`src/rtl/led_status_pkg.sv`:
```
package led_status_pkg;

  typedef enum logic [2:0] {
    ST_NOSUP   = 3'd0,
    ST_EXTRST  = 3'd1,
    ST_FAULT   = 3'd2,
    ST_ADDR0   = 3'd3,
    ST_NOCOMM  = 3'd4,
    ST_REGULAR = 3'd5
  } led_state_e;

  typedef struct packed {
    logic grn;
    logic red;
  } led_pair_t;

endpackage

```
`src/rtl/led_prio_enc.sv`:
```
module led_prio_enc
  import led_status_pkg::*;
(
  input  logic       supply_ok,
  input  logic       ext_rst_ovl,
  input  logic       periph_fault_n,
  input  logic       addr_zero,
  input  logic       wdog_expired,
  output led_state_e state_o
);

  always_comb begin
    if (!supply_ok)           state_o = ST_NOSUP;
    else if (ext_rst_ovl)     state_o = ST_EXTRST;
    else if (!periph_fault_n) state_o = ST_FAULT;
    else if (addr_zero)       state_o = ST_ADDR0;
    else if (wdog_expired)    state_o = ST_NOCOMM;
    else                      state_o = ST_REGULAR;
  end

endmodule

```
`src/rtl/led_blink_gen.sv`:
```
module led_blink_gen #(
  parameter int HALF_CYCLES = 1066667,
  parameter int CW          = (HALF_CYCLES > 1) ? $clog2(HALF_CYCLES) : 1
) (
  input  logic          clk,
  input  logic          rst_n,
  output logic [CW-1:0] cnt_o,
  output logic          phase_o
);

  localparam logic [CW-1:0] LAST = CW'(HALF_CYCLES - 1);

  logic [CW-1:0] cnt_q, cnt_d;
  logic          phase_q, phase_d;
  logic          wrap;

  always_comb begin
    wrap    = (cnt_q == LAST);
    cnt_d   = wrap ? '0 : cnt_q + 1'b1;
    phase_d = wrap ? ~phase_q : phase_q;
  end

  always_ff @(posedge clk or negedge rst_n) begin
    if (!rst_n) begin
      cnt_q   <= '0;
      phase_q <= 1'b0;
    end else begin
      cnt_q   <= cnt_d;
      phase_q <= phase_d;
    end
  end

  assign cnt_o   = cnt_q;
  assign phase_o = phase_q;

endmodule

```
`src/rtl/led_pattern_map.sv`:
```
module led_pattern_map
  import led_status_pkg::*;
(
  input  led_state_e state_i,
  input  logic       phase_i,
  output led_pair_t  leds_o
);

  always_comb begin
    unique case (state_i)
      ST_NOSUP:   leds_o = '{grn: 1'b0,     red: 1'b0};
      ST_EXTRST:  leds_o = '{grn: 1'b0,     red: 1'b1};
      ST_FAULT:   leds_o = '{grn: 1'b0,     red: phase_i};
      ST_ADDR0:   leds_o = '{grn: ~phase_i, red: phase_i};
      ST_NOCOMM:  leds_o = '{grn: 1'b0,     red: 1'b1};
      ST_REGULAR: leds_o = '{grn: 1'b1,     red: 1'b0};
      default:    leds_o = '{grn: 1'b0,     red: 1'b0};
    endcase
  end

endmodule

```
`src/rtl/led_status_ctrl.sv`:
```
module led_status_ctrl
  import led_status_pkg::*;
#(
  parameter int HALF_CYCLES = 1066667,
  parameter int SYNC_STAGES = 2
) (
  input  logic clk,
  input  logic rst_n,
  input  logic supply_ok,
  input  logic ext_rst_ovl,
  input  logic periph_fault_n,
  input  logic addr_zero,
  input  logic wdog_expired,
  output logic led_grn,
  output logic led_red
);

  localparam int CW = (HALF_CYCLES > 1) ? $clog2(HALF_CYCLES) : 1;

  // reset: asynchronous assertion, synchronous release
  logic [SYNC_STAGES-1:0] rst_pipe_q;
  logic                   rst_sync_n;

  always_ff @(posedge clk or negedge rst_n) begin
    if (!rst_n) rst_pipe_q <= '0;
    else        rst_pipe_q <= {rst_pipe_q[SYNC_STAGES-2:0], 1'b1};
  end
  assign rst_sync_n = rst_pipe_q[SYNC_STAGES-1];

  led_state_e    cur_state;
  logic [CW-1:0] blink_cnt;
  logic          blink_phase;
  led_pair_t     leds_d, leds_q;

  led_prio_enc u_prio (
    .supply_ok      (supply_ok),
    .ext_rst_ovl    (ext_rst_ovl),
    .periph_fault_n (periph_fault_n),
    .addr_zero      (addr_zero),
    .wdog_expired   (wdog_expired),
    .state_o        (cur_state)
  );

  led_blink_gen #(.HALF_CYCLES(HALF_CYCLES), .CW(CW)) u_blink (
    .clk     (clk),
    .rst_n   (rst_sync_n),
    .cnt_o   (blink_cnt),
    .phase_o (blink_phase)
  );

  led_pattern_map u_map (
    .state_i (cur_state),
    .phase_i (blink_phase),
    .leds_o  (leds_d)
  );

  always_ff @(posedge clk or negedge rst_sync_n) begin
    if (!rst_sync_n) leds_q <= '0;
    else             leds_q <= leds_d;
  end

  assign led_grn = leds_q.grn;
  assign led_red = leds_q.red;

endmodule

```
`config.mk`:
```
export PLATFORM = sky130hd
export DESIGN_NAME = led_status_ctrl
export DESIGN_NICKNAME = d
export VERILOG_FILES = /design/src/rtl/led_status_pkg.sv /design/src/rtl/led_prio_enc.sv /design/src/rtl/led_blink_gen.sv /design/src/rtl/led_pattern_map.sv /design/src/rtl/led_status_ctrl.sv
export SDC_FILE = /design/constraint.sdc
export NUM_CORES = 1
export LEC_CHECK = 0
export ABC_AREA = 1
export BUFFER_PORTS_ARGS = -buffer_cell sky130_fd_sc_hd__buf_2
export CORE_MARGIN = 1.5
export CORE_UTILIZATION = 40
export DETAILED_ROUTE_END_ITERATION = 8
export SLEW_MARGIN = 20
export SYNTH_ARGS = -nofsm -noshare
export SYNTH_HDL_FRONTEND = slang
export SYNTH_SLANG_ARGS = --single-unit
```
`constraint.sdc`:
```
create_clock -name clk -period 1.1 [get_ports clk]
set_input_delay 0.055 -clock clk [delete_from_list [all_inputs] [get_ports clk]]
set_output_delay 0.055 -clock clk [all_outputs]
set_load 0.005 [all_outputs]
```
==> results.md, run 1 <==
- Status: complete, but fails checks
- Failing checks: setup timing
- Synth Cell Area: 1430 µm²
- Clock sinks: 26
- Crit path cell chain: ha_4 > nand3_4 > nor2_4 > nand2_1 > nor2_1 > nand2_1 > nand3_1 > inv_1
- IR Drop Worst-Case VDD: 0.487 mV
- Area leader, netlist: dfrtp_1
- Syn nets: 195
- Skew final: 1.64 ps
- Critical Path Source Type: register
- Die Area: 3930 µm²
- Initial Util: 42.0%
- First-pass GRT wire length: 5.87 mm
- Most common cell after layout, fill and taps aside: buf_4
- DRC: 0
- 1st-pass router iterations: 4
- Comb pwr share: 3.9%
- Vias per cell: 4.73
- Tot GR Track Use: 18.7%
- Final cell count without fillers: 284
- Total Routed Length: 3.35 mm
- Mapped Cells: 186
- CP max-delay cell: dfrtp_2
- GR Overflow Total: 0
- Final period utilization: 119%
- Core area: 3390 µm²
- Seq/Total Area, Yosys: 45.7%
- Min Tclk post-route: 1310 ps
- NetSw: 0.000313 W
- Final Slew Violations: 0
- Crit path kind: reg2reg
- Layout cell share with drive strength beyond 1: 41.2%
- Final GP Congestion: 0.986
- Detail Route Antenna Nets: 0
- Clock root buffer: clkbuf_4
- H-Tree Depth: 1
- PwrDens: 700 nW/µm²
- Max Fclk: 0.762 GHz
- Top Ports: 9
- Port-buffer cells: 8
- Chip width: 62.7 µm
- Critical path peak fanout: 4
- Die Ht: 62.7 µm
- Power share of the sequential group: 66.8%
- Clock transition at path regs: 140 ps
- Final Hold Viols: 0
- Total internal power: 0.00113 W
- Max-cap viol count: 0
- Hold_ws: 27.7 ps
- CTS buffer count: 3
- Bufs on Longest Clock Path: 2
- Clock power share: 29.3%
- Synth top area share: 45.7%
- # setup viols final: 22
- Largest net degree at the start of global routing: 25
- Wire length per cell: 11.8 µm
- Area contributors post-synth: dfrtp_1 (46%), nand2_1 (11%), nor2_1 (9.2%)
- Vias in the first global route: 1347
- Yosys cell types: 21
- Initial antenna violation count: 0
- Syn avg cell area: 7.66 µm²
- Yosys warnings: 0
- Synth Register Bits: 26
- Via count: 1342
- Commonest cells after routing, fill and taps aside: buf_4 (30), inv_1 (29), nand2_1 (29)
- Area grow syn2layout: 44.7%
- Sw frac: 21.7%
- Worst Hold Class: in2async
- Setup ws final: -213 ps
- Pleak: 0.985 nW
- Site Rows: 21
- ANT cells: 0
- HPWL after DPL: 2.52 mm
- Final nets: 248
- Insertion delay to the later sink of the worst-skew pair: 320 ps
- Drt initial violations: 34
- Crit path DAT: 1550 ps
- TritonCTS clock tree: done
- Most frequent CP cell: nand2_1
- CP Capture Type: register
- CP required: 1340 ps
- CP max stage delay: 450 ps
- Placed insts: 271
- RSZ-0062 raised after global routing: yes
state kept, by name, indices dropped and copies added (netlist names):
name,flops
u_blink.cnt_o,21
rst_pipe_q,2
led_grn,1
led_red,1
u_blink.phase_o,1
critical path, delay by kind of cell (launching register included):
kind          cells  cell delay, ps
simple gates      6             580
flops             1             450
fa+ha+maj         1             160
buf+inv           1              40
per-stage QoR:
step                utilization [%]  power, W  TNS, ps  area [µm²]  worst slack (ps)
global route                   60.8   0.00150    -5110        2060              -312
global placement               52.9   0.00103    -2530        1790              -175
finish                         60.8   0.00144    -3320        2060              -213
floorplan                         -   0.00100     -623        1450              -111
CTS                            57.3   0.00146    -3380        1940              -182
detailed placement             52.9   0.00103    -3120        1790              -198
synthesized netlist by cell type:
cell type   n
conb_1      1
inv_1      33
o211ai_1    1
a21o_1      1
nor2_1     35
nand3_2     3
or2_2       1
xor2_1      9
o21ai_0     1
nand3_1    12
and2_1      1
nor3_2      1
nand2_1    40
nand2_2     1
dfrtp_1    26
ha_1        2
nor2_2      4
nand4_1     8
nor2_4      1
xnor2_1     3
o21ai_1     2
power groups by stage:
stage / clock network [W] / logic (W) / registers [W]
detailed placement: 0 / 0.0000482 / 0.000983
global route: 0.000467 / 0.0000670 / 0.000966
floorplan: 0 / 0.00000863 / 0.000995
global placement: 0 / 0.0000461 / 0.000982
finish: 0.000422 / 0.0000570 / 0.000964
CTS: 0.000439 / 0.0000590 / 0.000965
cells by family (layout without fill, tap and decap cells):
logic type,count (synthesis),after routing,share of synthesized area [%]
XOR/XNOR,12,12,7.38
flip-flops,26,26,45.7
AO/OA/AOI/OAI,5,5,2.11
AND/OR/NAND/NOR,107,107,34.2
buffers and inverters,33,85,8.69
other,1,1,0.263
adder cells (fa/ha/maj),2,2,1.76
path summary, 6_finish.rpt:
| check | to | startpoint | cells past startpoint | slack [ps] |
|---|---|---|---|---|
| min in group clk | led_grn$_DFF_PN0_ | addr_zero | 3 | 90 |
| worst min-delay path | rst_pipe_q[0]$_DFF_PN0_ | rst_n | 2 | 30 |
| max in group asynchronous | u_blink.cnt_o[4]$_DFF_PN0_ | rst_pipe_q[1]$_DFF_PN0_ | 1 | 620 |
| worst max-delay path | u_blink.cnt_o[18]$_DFF_PN0_ | u_blink.cnt_o[0]$_DFF_PN0_ | 8 | -210 |
| worst min register to register | u_blink.cnt_o[1]$_DFF_PN0_ | rst_pipe_q[1]$_DFF_PN0_ | 1 | 230 |
| worst max register to register | u_blink.cnt_o[18]$_DFF_PN0_ | u_blink.cnt_o[0]$_DFF_PN0_ | 8 | -210 |
layout make-up:
cell class,count,area [µm²]
clock buffers,4,26.3
fillers,297,1330
inverters,33,129
multi-input cells,127,807
flip-flops and latches,26,661
well taps,46,57.6
repair buffers,48,382
what timing repair did:
item	4_1_cts	5_1_grt
hold endpoints to repair	4	0
endpoints found under the setup margin	22	22
setup buffers	3	2
hold buffers	4	0
resized for setup	15	36
pin swaps	5	8
routing by layer:
metal	routed length (µm)	vias to the layer above	global-route usage [%]	part of all wire, %
li1	-	673	-	-
met4	88	0	6.39	2.6
met3	90	10	2.34	2.7
met2	1750	32	34.4	52
met1	1420	627	22.2	42
met5	0	-	0	0
Power figures use the tool's default switching activity.
==> inputs of run 2 (changes only) <==
--- a/config.mk
+++ b/config.mk
@@ -6,7 +6,7 @@
 export NUM_CORES = 1
 export LEC_CHECK = 0
 export ABC_AREA = 1
-export BUFFER_PORTS_ARGS = -buffer_cell sky130_fd_sc_hd__buf_2
+export BUFFER_PORTS_ARGS = -buffer_cell sky130_fd_sc_hd__buf_4
 export CORE_MARGIN = 1.5
 export CORE_UTILIZATION = 40
 export DETAILED_ROUTE_END_ITERATION = 8
==> results.md, run 2 (synthesis results as in run 1) <==
- Status: complete, but fails checks
- Failing checks: setup timing
- Worst Hold Class: in2reg
- WL met3: 93 µm
- Top Ports: 9
- Critical path peak fanout: 6
- Vias in the first global route: 1388
- Commonest cells after routing, fill and taps aside: buf_4 (43), nand2_1 (29), inv_1 (26)
- Crit path kind: reg2reg
- IR Drop Worst-Case VDD: 0.529 mV
- Detail Route Antenna Nets: 0
- CP required: 1340 ps
- Chip width: 62.7 µm
- Max Fclk: 0.746 GHz
- # setup viols final: 22
- HPWL after DPL: 2.56 mm
- Worst slack at placement: -239 ps
- Pleak: 1.05 nW
- RSZ-0062 raised after global routing: yes
- Clock root buffer: clkbuf_4
- Site Rows: 21
- PwrDens: 655 nW/µm²
- Min Tclk post-route: 1340 ps
- Skew final: 7.91 ps
- Final nets: 257
- Max-cap viol count: 0
- Crit path DAT: 1580 ps
- Via count: 1374
- Total Routed Length: 3.69 mm
- Final design utilization: 65.7%
- Met1 WL: 1.57 mm
- 1st-pass router iterations: 4
- Final Slew Violations: 0
- Initial Util: 42.0%
- Most common cell after layout, fill and taps aside: buf_4
- Highest metal used: met4
- Wire length per cell: 12.6 µm
- Bufs on Longest Clock Path: 2
- Setup ws final: -241 ps
- Area grow syn2layout: 56.2%
- Port-buffer cells: 8
- Layout cell share with drive strength beyond 1: 49.0%
- Largest net degree at the start of global routing: 25
- Largest register FFs: 21
- Clock transition at path regs: 140 ps
- Final cell count without fillers: 293
- Die Area: 3930 µm²
- CTS buffer count: 3
- Insertion delay to the later sink of the worst-skew pair: 330 ps
- CP Capture Type: register
- Clock sinks: 26
- Final GP Congestion: 0.980
- TritonCTS clock tree: done
- First-pass GRT wire length: 6.00 mm
- Placed insts: 274
- Drt initial violations: 55
- Met2 wire length: 1.92 mm
- Vias per cell: 4.69
- Final Hold Viols: 0
- Critical Path Source Type: register
- Tot GR Track Use: 19.2%
- ANT cells: 0
- DRC: 0
- Initial antenna violation count: 0
- GR Overflow Total: 0
- Die Ht: 62.7 µm
- R2R Setup Slk: -240 ps
- Core area: 3390 µm²
- H-Tree Depth: 1
- Final period utilization: 122%
[run 2: worst paths after layout]
kind                                                 start                     endpoint  depth (start not counted)
max in group asynchronous          rst_pipe_q[1]$_DFF_PN0_  u_blink.cnt_o[13]$_DFF_PN0_                          1
worst max-delay path            u_blink.cnt_o[1]$_DFF_PN0_  u_blink.cnt_o[18]$_DFF_PN0_                          7
worst min register to register     rst_pipe_q[1]$_DFF_PN0_   u_blink.cnt_o[3]$_DFF_PN0_                          1
min in group asynchronous                            rst_n      rst_pipe_q[0]$_DFF_PN0_                          2
worst max register to register  u_blink.cnt_o[1]$_DFF_PN0_  u_blink.cnt_o[18]$_DFF_PN0_                          7
worst min-delay path                        periph_fault_n            led_grn$_DFF_PN0_                          3
[run 2: through the flow]
step	TNS [ps]	hold slack [ps]	cell area (µm²)	power, W
6_report	-3750	1.99	2230	0.00146
5_1_grt	-5230	11.5	2230	0.00151
4_1_cts	-3660	1.24	2040	0.00147
3_5_place_dp	-3540	-161	1830	0.00104
3_3_place_gp	-2680	-162	1830	0.00104
2_1_floorplan	-623	-241	1450	0.00100
[run 2: layout make-up]
cell class / instances / area [µm²]
multi-input combinational: 127 / 862
tap: 46 / 57.6
fill: 273 / 1160
clock buffer: 4 / 26.3
timing repair buffer: 57 / 485
sequential: 26 / 661
inverter: 33 / 134
[run 2: worst max-delay path, stage by stage, from the launching register on]
cell     delay [ps]
dfrtp_2         450
buf_6           120
ha_4            130
nand4_1          90
nor2_1          140
nand3_2         180
nand3_2         120
inv_1            40
[run 2: where the power goes]
| part | switching [W] | internal [W] |
|---|---|---|
| combinational | 0.0000312 | 0.0000310 |
| sequential | 0.00000195 | 0.000963 |
| clock | 0.000289 | 0.000142 |
| total | 0.000322 | 0.00114 |
[run 2: what timing repair did]
action / CTS / global route
pin swaps: 10 / 18
endpoints found under the setup margin: 22 / 22
hold buffers: 3 / 0
buffers inserted: 4 / 9
resized for setup: 30 / 44
endpoints found under the hold margin: 4 / 0
[run 2: metal layers]
layer  vias up  global-route usage [%]
met5         -                       0
li1        686                       -
met2        21                    34.9
met1       656                    23.8
met4         0                    6.11
met3        11                    1.80
